## config.mk

```make
export PLATFORM = sky130hd
export DESIGN_NAME = spi_reg_slave
export DESIGN_NICKNAME = d
export VERILOG_FILES = /design/src/rtl/spi_reg_pkg.sv /design/src/rtl/spi_edge_sync.sv /design/src/rtl/spi_byte_shifter.sv /design/src/rtl/spi_txn_ctrl.sv /design/src/rtl/spi_reg_slave.sv
export SDC_FILE = /design/constraint.sdc
export NUM_CORES = 1
export LEC_CHECK = 0
export CAP_MARGIN = 10
export CORE_MARGIN = 2
export CORE_UTILIZATION = 50
export CTS_BUF_LIST = sky130_fd_sc_hd__clkbuf_8
export DETAILED_ROUTE_END_ITERATION = 7
export PLACE_DENSITY = 0.87
export SLEW_MARGIN = 20
export SYNTH_ARGS = -nofsm -noshare
export SYNTH_HDL_FRONTEND = slang
export SYNTH_SLANG_ARGS = --single-unit
```

## constraint.sdc

```tcl
create_clock -name clk_i -period 1.56 [get_ports clk_i]
set_input_delay 0.234 -clock clk_i [delete_from_list [all_inputs] [get_ports clk_i]]
set_output_delay 0.234 -clock clk_i [all_outputs]
set_load 0.1 [all_outputs]
```

## src/rtl/spi_reg_pkg.sv

```systemverilog
package spi_reg_pkg;
  localparam int ADDR_W = 6;
  localparam int DATA_W = 8;
  localparam int REG_N  = 1 << ADDR_W;

  typedef logic [ADDR_W-1:0] reg_addr_t;
  typedef logic [DATA_W-1:0] reg_byte_t;

  function automatic logic hdr_is_read(reg_byte_t b);
    return b[DATA_W-1];
  endfunction

  function automatic reg_addr_t hdr_addr(reg_byte_t b);
    return b[ADDR_W:1];
  endfunction
endpackage

```

## src/rtl/spi_edge_sync.sv

```systemverilog
module spi_edge_sync #(
  parameter int SYNC_STAGES = 2
) (
  input  logic clk_i,
  input  logic rst_ni,
  input  logic sck_i,
  input  logic cs_ni,
  input  logic mosi_i,
  output logic sck_rise_o,
  output logic sck_fall_o,
  output logic cs_act_o,
  output logic mosi_o
);
  localparam int LAST = SYNC_STAGES - 1;

  // {cs_n, sck, mosi}
  logic [2:0] stg_q [SYNC_STAGES];
  logic       sck_d_q;
  logic       sck_s;

  always_ff @(posedge clk_i or negedge rst_ni) begin
    if (!rst_ni) begin
      for (int i = 0; i < SYNC_STAGES; i++) stg_q[i] <= 3'b100;
      sck_d_q <= 1'b0;
    end else begin
      stg_q[0] <= {cs_ni, sck_i, mosi_i};
      for (int i = 1; i < SYNC_STAGES; i++) stg_q[i] <= stg_q[i-1];
      sck_d_q <= stg_q[LAST][1];
    end
  end

  assign sck_s      = stg_q[LAST][1];
  assign cs_act_o   = ~stg_q[LAST][2];
  assign mosi_o     = stg_q[LAST][0];
  assign sck_rise_o = cs_act_o &  sck_s & ~sck_d_q;
  assign sck_fall_o = cs_act_o & ~sck_s &  sck_d_q;
endmodule

```

## src/rtl/spi_byte_shifter.sv

```systemverilog
module spi_byte_shifter
  import spi_reg_pkg::*;
(
  input  logic      clk_i,
  input  logic      rst_ni,
  input  logic      cs_act_i,
  input  logic      rise_i,
  input  logic      fall_i,
  input  logic      mosi_i,
  input  logic      ld_i,
  input  reg_byte_t ld_byte_i,
  output logic      byte_done_o,
  output reg_byte_t rx_byte_o,
  output logic      miso_o
);
  logic [2:0] bit_cnt_q;
  reg_byte_t  rx_q, tx_q;
  logic       done_q;

  always_ff @(posedge clk_i or negedge rst_ni) begin
    if (!rst_ni) begin
      bit_cnt_q <= '0;
      rx_q      <= '0;
      tx_q      <= '0;
      done_q    <= 1'b0;
    end else if (!cs_act_i) begin
      bit_cnt_q <= '0;
      rx_q      <= '0;
      tx_q      <= '0;
      done_q    <= 1'b0;
    end else begin
      done_q <= 1'b0;
      if (rise_i) begin
        rx_q      <= {rx_q[DATA_W-2:0], mosi_i};
        bit_cnt_q <= bit_cnt_q + 3'd1;
        if (bit_cnt_q == 3'd7) done_q <= 1'b1;
      end
      // no shift on the fall that follows a byte boundary: new MSB already loaded
      if (ld_i) tx_q <= ld_byte_i;
      else if (fall_i && bit_cnt_q != 3'd0) tx_q <= {tx_q[DATA_W-2:0], 1'b0};
    end
  end

  assign byte_done_o = done_q;
  assign rx_byte_o   = rx_q;
  assign miso_o      = tx_q[DATA_W-1];


  miso_hold_chk: assert property (@(posedge clk_i) disable iff (!rst_ni)
    cs_act_i && !fall_i && !ld_i |=> $stable(miso_o));

  miso_idle_chk: assert property (@(posedge clk_i) disable iff (!rst_ni)
    !cs_act_i |=> !miso_o);
endmodule

```

## src/rtl/spi_txn_ctrl.sv

```systemverilog
module spi_txn_ctrl
  import spi_reg_pkg::*;
#(
  parameter logic [REG_N-1:0] RSVD_MASK = '0
) (
  input  logic      clk_i,
  input  logic      rst_ni,
  input  logic      cs_act_i,
  input  logic      done_i,
  input  reg_byte_t rx_byte_i,
  input  reg_byte_t reg_rdata_i,
  output logic      reg_we_o,
  output logic      reg_re_o,
  output reg_addr_t reg_addr_o,
  output reg_byte_t reg_wdata_o,
  output logic      tx_ld_o,
  output reg_byte_t tx_byte_o
);
  logic      first_q, wr_mode_q, pend_wr_q, pend_rd_q;
  reg_addr_t addr_q;
  reg_byte_t wdata_q;
  reg_addr_t hdr_a;

  assign hdr_a = hdr_addr(rx_byte_i);

  always_ff @(posedge clk_i or negedge rst_ni) begin
    if (!rst_ni) begin
      first_q   <= 1'b1;
      wr_mode_q <= 1'b0;
      pend_wr_q <= 1'b0;
      pend_rd_q <= 1'b0;
      addr_q    <= '0;
      wdata_q   <= '0;
    end else begin
      pend_wr_q <= 1'b0;
      pend_rd_q <= 1'b0;
      if (!cs_act_i) begin
        first_q   <= 1'b1;
        wr_mode_q <= 1'b0;
      end else if (done_i) begin
        if (first_q || !wr_mode_q) begin
          first_q <= 1'b0;
          if (hdr_is_read(rx_byte_i)) begin
            addr_q    <= hdr_a;
            pend_rd_q <= !RSVD_MASK[hdr_a];
          end else if (first_q) begin
            wr_mode_q <= 1'b1;
            addr_q    <= hdr_a;
          end
        end else begin
          wdata_q   <= rx_byte_i;
          pend_wr_q <= !RSVD_MASK[addr_q];
        end
      end
    end
  end

  assign reg_we_o    = pend_wr_q;
  assign reg_re_o    = pend_rd_q;
  assign reg_addr_o  = addr_q;
  assign reg_wdata_o = wdata_q;
  // clear at each byte boundary, then fill with fetched data one cycle later
  assign tx_ld_o     = done_i | pend_rd_q;
  assign tx_byte_o   = pend_rd_q ? reg_rdata_i : '0;


  strobe_excl_chk: assert property (@(posedge clk_i) disable iff (!rst_ni)
    !(reg_we_o && reg_re_o));

  we_pulse_chk: assert property (@(posedge clk_i) disable iff (!rst_ni)
    reg_we_o |=> !reg_we_o);

  re_pulse_chk: assert property (@(posedge clk_i) disable iff (!rst_ni)
    reg_re_o |=> !reg_re_o);

  rsvd_we_chk: assert property (@(posedge clk_i) disable iff (!rst_ni)
    reg_we_o |-> !RSVD_MASK[reg_addr_o]);

  rsvd_re_chk: assert property (@(posedge clk_i) disable iff (!rst_ni)
    reg_re_o |-> !RSVD_MASK[reg_addr_o]);
endmodule

```

## src/rtl/spi_reg_slave.sv

```systemverilog
module spi_reg_slave
  import spi_reg_pkg::*;
#(
  parameter int               SYNC_STAGES = 2,
  parameter logic [REG_N-1:0] RSVD_MASK   = 64'hF001_0029_4C01_8001
) (
  input  logic       clk_i,
  input  logic       rst_ni,
  input  logic       sck_i,
  input  logic       cs_ni,
  input  logic       mosi_i,
  output logic       miso_o,
  output logic       reg_we_o,
  output logic       reg_re_o,
  output logic [5:0] reg_addr_o,
  output logic [7:0] reg_wdata_o,
  input  logic [7:0] reg_rdata_i
);
  logic      rise, fall, cs_act, mosi_s, done, tx_ld;
  reg_byte_t rx_byte, tx_byte;

  spi_edge_sync #(.SYNC_STAGES(SYNC_STAGES)) u_sync (
    .clk_i, .rst_ni, .sck_i, .cs_ni, .mosi_i,
    .sck_rise_o(rise), .sck_fall_o(fall), .cs_act_o(cs_act), .mosi_o(mosi_s)
  );

  spi_byte_shifter u_shift (
    .clk_i, .rst_ni,
    .cs_act_i(cs_act), .rise_i(rise), .fall_i(fall), .mosi_i(mosi_s),
    .ld_i(tx_ld), .ld_byte_i(tx_byte),
    .byte_done_o(done), .rx_byte_o(rx_byte), .miso_o(miso_o)
  );

  spi_txn_ctrl #(.RSVD_MASK(RSVD_MASK)) u_ctrl (
    .clk_i, .rst_ni,
    .cs_act_i(cs_act), .done_i(done), .rx_byte_i(rx_byte), .reg_rdata_i(reg_rdata_i),
    .reg_we_o(reg_we_o), .reg_re_o(reg_re_o), .reg_addr_o(reg_addr_o),
    .reg_wdata_o(reg_wdata_o), .tx_ld_o(tx_ld), .tx_byte_o(tx_byte)
  );
endmodule

```

### After elaboration in Yosys (flattened, before gate mapping)

Memories as Yosys holds them, arrays and structs flattened.
Cells that the tools add are included.

| cells by class | value |
|---|---|
| add/sub/neg operators | 1 |
| magnitude comparators | 2 |
| equality and inequality tests | 2 |
| multiplexer cells | 30 |
| bitwise gates (word level) | 9 |
| reductions and logical operators | 16 |

Operators by type and width:

| kind | count |
|---|---|
| 2-to-1 mux 8 bit | 6 |
| 2-to-1 mux 1 bit | 20 |
| < comparator 6 x 7 -> 1 bit, second input constant | 2 |
| 2-to-1 mux 6 bit | 2 |
| nonzero test 2 bit | 5 |
| AND reduction 4 bit | 2 |
| 2-to-1 mux 3 bit | 2 |
| nonzero test 3 bit | 2 |
| AND 1 bit | 4 |
| inverter 1 bit | 4 |
| adder 3 x 1 -> 3 bit, second input constant | 1 |
| == test 3 bit, second input constant | 1 |
| zero test 1 bit | 3 |
| AND reduction 3 bit | 1 |
| inequality test 2 bit, second input constant | 1 |
| AND reduction 2 bit | 1 |
| logical AND 1 bit | 1 |
| logical OR 1 bit | 1 |
| bitwise OR 1 bit | 1 |

| word-level totals | value |
|---|---|
| register bits | 45 |
| ROM bits | 128 |
| bits of input ports | 13 |
| output and inout bits | 17 |
| logic and storage cells | 75 |
| memories | 2 |

Memories:

| memory | words | bits a word | rd ports | clocked after memory_dff | wr ports | line | text |
|---|---|---|---|---|---|---|---|
| (name not given) | 64 | 1 | 1 | 0 | 0 | spi_txn_ctrl.sv:45 | `pend_rd_q <= !RSVD_MASK[hdr_a];` |
| (name not given) | 64 | 1 | 1 | 0 | 0 | spi_txn_ctrl.sv:52 | `pend_wr_q <= !RSVD_MASK[addr_q];` |

### Logic depth before layout (Yosys ltp)

Gate-level depths: netlist of the first run.

| logic depth | value |
|---|---|
| depth in word-level cells | 7 |
| depth in mapped cells | 7 |
| gate-level depth less buffers | 6 |

### Modules after synthesis

Synthesis of the first run repeated with hierarchy kept, for this count alone.

| unflattened totals | value |
|---|---|
| cells, all modules | 179 |
| area total of the unflattened synthesis | 2179.6 sq um |

Modules (own cells, without submodules):

| module | instances | cells an instance | area each (sq um) | sequential area each (sq um) |
|---|---|---|---|---|
| spi_txn_ctrl | 1 | 90 | 1022.2 | 451.7 |
| spi_byte_shifter | 1 | 79 | 960.9 | 500.5 |
| spi_edge_sync | 1 | 10 | 196.4 | 177.7 |

### Worst setup path after synthesis of the first run

OpenSTA, ideal clock, no wires.

| timing | value |
|---|---|
| path kind | register to register |
| from | register u_ctrl.addr_q[1] (netlist: u_ctrl.reg_addr_o[1]) |
| to | register u_ctrl.pend_wr_q (netlist: u_ctrl.reg_we_o) |
| setup time | 94 ps |
| arrival time | 1902 ps |
| data required time | 1466 ps |
| setup slack | -437 ps |
| stages on the path, launching flop included | 7 |
| buffers on the path | 0 |
| period minus slack after synthesis | 1997 ps |
| cells stage by stage | dfrtp_1 inv_1 ha_1 nand3b_1 o211ai_1 a21oi_1 a211oi_1 |

| on the way | value |
|---|---|
| word-level cells in the longest chain between the ends | 6 |

RTL lines:

| element | line | text |
|---|---|---|
| start, declared | spi_txn_ctrl.sv:20 | `reg_addr_t addr_q;` |
| start signal, assigned | spi_txn_ctrl.sv:44 | `addr_q <= hdr_a;` |
| start signal, assigned | spi_txn_ctrl.sv:48 | `addr_q <= hdr_a;` |
| memory (64 x 1 bit) | n/a |  |
| 2-to-1 mux 1 bit (not written as such) | spi_txn_ctrl.sv:52 |  |
| zero test 1 bit | spi_txn_ctrl.sv:52 |  |
| 2-to-1 mux 1 bit | spi_txn_ctrl.sv:41 | `if (first_q \|\| !wr_mode_q) begin` |
| 2-to-1 mux 1 bit | spi_txn_ctrl.sv:40 | `end else if (done_i) begin` |
| 2-to-1 mux 1 bit | spi_txn_ctrl.sv:37 | `if (!cs_act_i) begin` |
| end signal, assigned | spi_txn_ctrl.sv:52 |  |
| end, declared | spi_txn_ctrl.sv:19 | `logic first_q, wr_mode_q, pend_wr_q, pend_rd_q;` |

No other way between the ends. The select of a mux whose other input is x is not followed.
A chain may end at the register's enable or synchronous reset.

### Final worst setup path of the first run

| timing | value |
|---|---|
| from | register u_shift.bit_cnt_q[0] |
| to | register u_shift.tx_q[4] |

| on the way | value |
|---|---|
| word-level cells in the longest chain between the ends | 3 |

RTL lines:

| element | line | text |
|---|---|---|
| start, declared | spi_byte_shifter.sv:16 | `logic [2:0] bit_cnt_q;` |
| start signal, assigned | spi_byte_shifter.sv:35 | `bit_cnt_q <= bit_cnt_q + 3'd1;` |
| nonzero test 3 bit | spi_byte_shifter.sv:40 | `else if (fall_i && bit_cnt_q != 3'd0) tx_q <= {tx_q[DATA_W-2:0], 1'b0};` |
| logical AND 1 bit | spi_byte_shifter.sv:40 |  |
| nonzero test 3 bit (no line) | n/a |  |
| end signal, assigned | spi_byte_shifter.sv:39 | `if (ld_i) tx_q <= ld_byte_i;` |
| end signal, assigned | spi_byte_shifter.sv:40 |  |
| end, declared | spi_byte_shifter.sv:17 | `reg_byte_t rx_q, tx_q;` |

No other way between the ends.

==> flow_summary.toml, run 1 <==
[layout]
num_antenna_cells = 0
area_growth_pct = 36.2
fin_util_pct = 70.6
nets = 256
drive_above_1_share_pct = 30.0

[routing]
remaining_drc_errors = 0
ant_nets = 0
drt_iter0_markers = 123
vias = 1541
routed_via_density = 5.45
dr.pass1.iters = 4
wl_um = 4060
wire_per_inst_um = 14.3

[sta]
period_share_pct = 94.4
rsz0062_at_grt = "no"
setup_violations = 0
worst_pin_slew_ns = 0.425
hold_viol_final = 0
relSlewSlack_pct = 71.7
slew_violations = 0
fin_worst_skew_ns = 0.0124
min_period_ns = 1.47
max_freq_mhz = 679

[setup_path]
timing.rr.start = "u_shift.bit_cnt_q[0]$_DFFE_PN0P_"
critPathLaunch = "u_shift.bit_cnt_q[0]$_DFFE_PN0P_"
endpoint_kind = "register"
cp-endpoint = "u_shift.tx_q[4]$_DFFE_PN0P_"
cp-start-kind = "register"
regToRegSetupSlack_ns = 0.09
cpPeakStageDelay_ns = 0.38
cp.arrival_ns = 1.68
reg2reg_to = "u_shift.tx_q[4]$_DFFE_PN0P_"
crit_chain = "inv_1 > ha_1 > nor2b_1 > o21ai_2 > buf_6 > nor2_1 > a211oi_1"
cp_max_fo = 7
r2r_cells = 7
worstSetupPathType = "reg -> reg"
path_delay_family = "compound AO/OA/AOI/OAI gates"
crit_slowest_cell = "dfrtp_1"
crit_buf_inv = 2
path_depth = 7
required_ns = 1.76

[synthesis]
postSynthAreaPerCell_sq_um = 10.9
syn_nets = 212
synth_warnings = 0
ys_types = 37
ys_ff_latch = 45
synth_area_sq_mm = 0.00206
synth-seq-area-share_pct = 54.9
synth_cells = 188

[clock_network]
cts-htree-levels = 2
clockBufferDepth = 2
cts_tree = "built"
clkSinkCount = 45
cts_root_buffer = "clkbuf_8"
numCtsBuffers = 5
clk_pin_slew_ns = 0.09
clk_latency_ns = 0.30

[grt]
grt_pass1_vias = 1433
grt_max_degree = 32
grt_use_total_pct = 19.6
antenna_found_initial = 0
grt_pass1_wl_um = 6590
grt-ovfl-total = 0

[die]
die-area_sq_mm = 0.00465
dieHeight_um = 68.2
boundaryPins = 30
start_util_pct = 51.8
coreArea_sq_mm = 0.00397
rows = 23
dieWidth_um = 68.2

[placed_design]
numPortBuffers = 29
place.gp.congestion = 0.784
dp_hpwl_um = 2800

[pwr]
total_power_mw = 2.10
powerDensity_mw_per_mm2 = 750
ir_drop_v = 0.000733
power.leakage_nw = 1.20

[min_path]
holdCritPathClass = "in -> reg"
min-delay-start = "cs_ni"

[job]
drv_cap = 0

[run_status]
status = "complete, no violations"
-- cells by family (layout without fill, tap and decap cells) --
logic type | after synthesis | count (layout) | share of synthesized area [%]
AO/OA/AOI/OAI | 44 | 44 | 13.4
XOR/XNOR | 1 | 1 | 0.426
adder cells (fa/ha/maj) | 11 | 11 | 6.69
buffers and inverters | 20 | 65 | 4.80
flip-flops | 45 | 45 | 54.9
multiplexers | 10 | 10 | 5.47
AND/OR/NAND/NOR | 57 | 57 | 14.3
-- report_power, final --
group	internal (mW)	leakage [nW]	total [mW]	switching, mW
clock	0.359	0.0512	0.747	0.389
combinational	0.0692	0.552	0.151	0.0820
sequential	1.19	0.593	1.20	0.0148
-- per-stage QoR --
step	TNS (ns)	instances	setup WS, ns	cell area (sq um)	hold slack [ns]
6_report	0	283	0.0871	2800	0.330
5_1_grt	0	283	0.00784	2800	0.344
4_1_cts	0	280	0.00843	2760	0.331
3_5_place_dp	-0.0532	270	-0.0532	2650	0.160
3_3_place_gp	0	270	0.0869	2650	0.159
2_1_floorplan	0	188	0.00719	2080	-0.0616
-- worst min path at each step --
stage,end,depth (start not counted)
after floorplan,u_ctrl.reg_addr_o[2]$_DFFE_PN0P_,0
after global placement,u_shift.tx_q[7]$_DFFE_PN0P_,1
after detailed placement,u_shift.tx_q[3]$_DFFE_PN0P_,1
after CTS,u_sync.stg_q[5]$_DFF_PN1_,1
after global routing,u_sync.stg_q[5]$_DFF_PN1_,1
final,u_sync.stg_q[5]$_DFF_PN1_,1
-- metal layers --
layer	vias up	global-route usage, %	share of wire, %
li1	730	-	-
met1	769	25.0	43
met2	34	31.3	51
met3	8	5.59	3.8
met4	0	8.25	2.2
met5	-	0	0
-- placed cells by master (no fill, tap or decap), types with 2 or more instances in the layout --
cell type,count
nand3_1,3
nor2_1,10
nor2b_1,6
inv_1,11
a211oi_1,7
nand2b_1,2
buf_4,11
o21ai_2,2
dfrtp_2,3
a21oi_1,15
a211oi_2,2
buf_2,2
dfrtp_4,3
nand2_1,25
nor3b_1,2
dfrtp_1,36
clkdlybuf4s50_1,11
o21ai_0,7
mux2_2,10
clkbuf_8,6
dfstp_2,3
buf_12,19
a22oi_1,6
nand3b_1,2
ha_1,11
-- what timing repair did --
action | 4_1_cts | 5_1_grt
endpoints found under the hold margin | 14 | 0
hold buffers | 1 | 0
pin swaps | 0 | 2
resized for setup | 1 | 5
gates cloned | 0 | 1
setup endpoints to repair | 1 | 7
setup buffers | 1 | 2
-- cell usage after synthesis, drive strengths merged --
cell	n	area share, %
or2b	1	0.43
a2bb2oi	1	0.43
nand2	25	4.6
nor4bb	1	0.49
nor2	11	2.4
nand3	3	0.73
a2111oi	1	0.43
ha	11	6.7
dfrtp	42	51
o21ai	9	2.4
nand2b	2	0.61
xnor2	1	0.43
nand3b	2	0.73
clkbuf	4	0.73
a21o	1	0.43
buf	4	1.9
inv	12	2.2
a21oi	15	3.6
nor3	2	1.0
nor4b	1	0.43
a22oi	6	2.2
nor3b	2	0.73
dfstp	3	3.8
mux2	10	5.5
and2b	1	0.36
a211oi	9	3.3
a31oi	1	0.30
o211ai	1	0.36
nor2b	6	1.8
-- flip-flops by register name, indices dropped and copies added, names as in the netlist --
signal and count:
u_ctrl.reg_re_o 1, u_sync.stg_q 4, u_ctrl.first_q 1, u_shift.rx_byte_o 8, u_shift.byte_done_o 1, u_ctrl.wr_mode_q 1, u_sync.sck_s 1, u_ctrl.reg_wdata_o 8
u_sync.sck_d_q 1, u_ctrl.reg_we_o 1, u_shift.bit_cnt_q 3, u_ctrl.reg_addr_o 6, u_shift.tx_q 8, u_sync.mosi_o 1
-- cell type report --
class,count,area [sq um]
clock buffer,6,82.6
clock inverter,2,13.8
fill,283,1170
inverter,12,45.0
multi-input combinational,123,850
sequential,45,1140
tap,50,62.6
timing repair buffer,45,604
Note: power is estimated with default switching activity, not from simulation.
==> inputs of run 2 (changes only) <==
--- a/config.mk
+++ b/config.mk
@@ -5,7 +5,7 @@
 export SDC_FILE = /design/constraint.sdc
 export NUM_CORES = 1
 export LEC_CHECK = 0
-export CAP_MARGIN = 10
+export CAP_MARGIN = 20
 export CORE_MARGIN = 2
 export CORE_UTILIZATION = 50
 export CTS_BUF_LIST = sky130_fd_sc_hd__clkbuf_8
==> results of run 2 <==
No change in the layout: final DEF, timing and power equal those of run 1.
==> inputs of run 3 (changes only) <==
--- a/config.mk
+++ b/config.mk
@@ -11,6 +11,7 @@
 export CTS_BUF_LIST = sky130_fd_sc_hd__clkbuf_8
 export DETAILED_ROUTE_END_ITERATION = 7
 export PLACE_DENSITY = 0.87
+export REMOVE_ABC_BUFFERS = 1
 export SLEW_MARGIN = 20
 export SYNTH_ARGS = -nofsm -noshare
 export SYNTH_HDL_FRONTEND = slang
==> flow_summary.toml, run 3 (synthesis results as in run 1) <==
[layout]
num_antenna_cells = 0
final_cell_mix = "dfrtp_1 (41), nand2_1 (25), buf_12 (17)"
multi_input_area_sq_um = 845
final_cells = 284
layout_commonest_cell = "dfrtp_1"
seqCellArea_sq_mm = 0.00113
area_growth_pct = 34.7
n_fill_cell = 280
drive_above_1_share_pct = 28.2
nets = 257

[pwr]
switching_share_pct = 21.8
ir_drop_v = 0.000554
p_sw_mw = 0.462
power.leakage_nw = 1.21
seq_power_share_pct = 57.0
p_comb_share_pct = 6.8
powerDensity_mw_per_mm2 = 764
internal-power_mw = 1.65
pwr-share-clk_pct = 36.2

[grt]
grt-ovfl-total = 0
antenna_found_initial = 0
grt_max_degree = 21
grt_pass1_vias = 1481
grt_pass1_wl_um = 6730
grt_use_total_pct = 19.8

[min_path]
holdCritPathClass = "in -> reg"
min-delay-start = "cs_ni"

[routing]
wire_per_inst_um = 14.4
dr.pass1.iters = 4
vias = 1562
ant_nets = 0
wl_um = 4090
drt_iter0_markers = 158
routed_via_density = 5.50
remaining_drc_errors = 0

[die]
dieWidth_um = 68.2
start_util_pct = 51.8
boundaryPins = 30
die-area_sq_mm = 0.00465
coreArea_sq_mm = 0.00397
rows = 23
dieHeight_um = 68.2

[sta]
max_freq_mhz = 673
setup_violations = 0
relSlewSlack_pct = 73.0
slew_violations = 0
worst_pin_slew_ns = 0.405
hold_viol_final = 0
fin_worst_skew_ns = 0.00865
min_period_ns = 1.49
period_share_pct = 95.3
rsz0062_at_grt = "no"
setup_ws_ns = 0.0739

[clock_network]
cts-htree-levels = 2
cts_root_buffer = "clkbuf_8"
cts_tree = "built"
clk_pin_slew_ns = 0.08
clk_latency_ns = 0.29
clkSinkCount = 45
clockBufferDepth = 2
numCtsBuffers = 5

[setup_path]
cpPeakStageDelay_ns = 0.39
crit_chain = "or2b_2 > nor3_4 > buf_4 > mux2_2"
cp-start-kind = "register"
cp.arrival_ns = 1.66
endpoint_kind = "register"
cp_max_fo = 6
required_ns = 1.74
crit_slowest_cell = "dfstp_2"
timing.rr.start = "u_ctrl.first_q$_DFFE_PN1P_"
critPathLaunch = "u_ctrl.first_q$_DFFE_PN1P_"
worstSetupPathType = "reg -> reg"

[placed_design]
post-place-ws_ns = 0.00334
numPortBuffers = 29
place.gp.congestion = 0.765
place_inst = 272
dp_hpwl_um = 2960

[job]
drv_cap = 0

[run_status]
status = "complete, no violations"
[run 3: cell types whose count changed in the layout (fill, tap and decap cells not counted), moves of 2 or more]
cell     before  now
dfrtp_4       3    0
buf_12       19   17
dfrtp_2       3    1
dfrtp_1      36   41
buf_4        11   14
[run 3: repair_timing]
action / in CTS / in global routing
gates cloned: 0 / 1
pin swaps: 0 / 3
hold endpoints to repair: 12 / 0
setup endpoints to repair: 1 / 9
buffers inserted: 0 / 2
hold buffers: 1 / 0
resized for setup: 2 / 5
[run 3: cell type report]
class / count / area share (%)
Clock inverter: 1 / 0.181
Timing Repair Buffer: 46 / 21.2
Multi-Input combinational cell: 123 / 30.5
Sequential cell: 45 / 40.8
Tap cell: 50 / 2.26
Clock buffer: 7 / 3.48
Inverter: 12 / 1.63
[run 3: metrics by stage]
stage	util, %	total power [mW]	hold slack [ns]	setup TNS, ns	area [sq um]
final	69.8	2.12	0.343	0	2770
after global routing	69.8	2.20	0.340	0	2770
after CTS	68.9	2.13	0.329	0	2740
after detailed placement	66.0	1.36	0.180	0	2620
after global placement	66.0	1.36	0.176	0	2620
after floorplan	-	1.28	-0.0616	-2.98	2000
[run 3: final timing paths]
path	end	slack, ns	cells past startpoint
worst max-delay path	u_ctrl.reg_wdata_o[3]$_DFFE_PN0P_	0.07	4
worst min-delay path	u_sync.stg_q[5]$_DFF_PN1_	0.34	1
worst max register to register	u_ctrl.reg_wdata_o[3]$_DFFE_PN0P_	0.07	4
worst min register to register	u_sync.mosi_o$_DFF_PN0_	0.35	0
max in group asynchronous	u_ctrl.reg_addr_o[0]$_DFFE_PN0P_	0.57	3
min in group asynchronous	u_shift.tx_q[0]$_DFFE_PN0P_	0.39	2
[run 3: metal layers]
metal	up-vias	routed length (um)	track usage [%]
met5	-	0	0
met3	9	149	5.10
met4	0	77	7.00
met2	37	2160	33.6
li1	733	-	-
met1	783	1700	24.4
[run 3: critical path, delay by kind of cell (launching register included)]
kind	cells	cell delay, ns
and+or+nand+nor	2	0.46
DFF	1	0.39
muxes	1	0.33
buffers and inverters	1	0.18
[run 3: power groups by stage]
| stage | clock network, mW | registers, mW | logic (mW) |
|---|---|---|---|
| 2_1_floorplan | 0 | 1.24 | 0.0401 |
| 3_3_place_gp | 0 | 1.23 | 0.129 |
| 3_5_place_dp | 0 | 1.23 | 0.133 |
| 4_1_cts | 0.790 | 1.21 | 0.136 |
| 5_1_grt | 0.835 | 1.21 | 0.159 |
| 6_report | 0.767 | 1.21 | 0.143 |
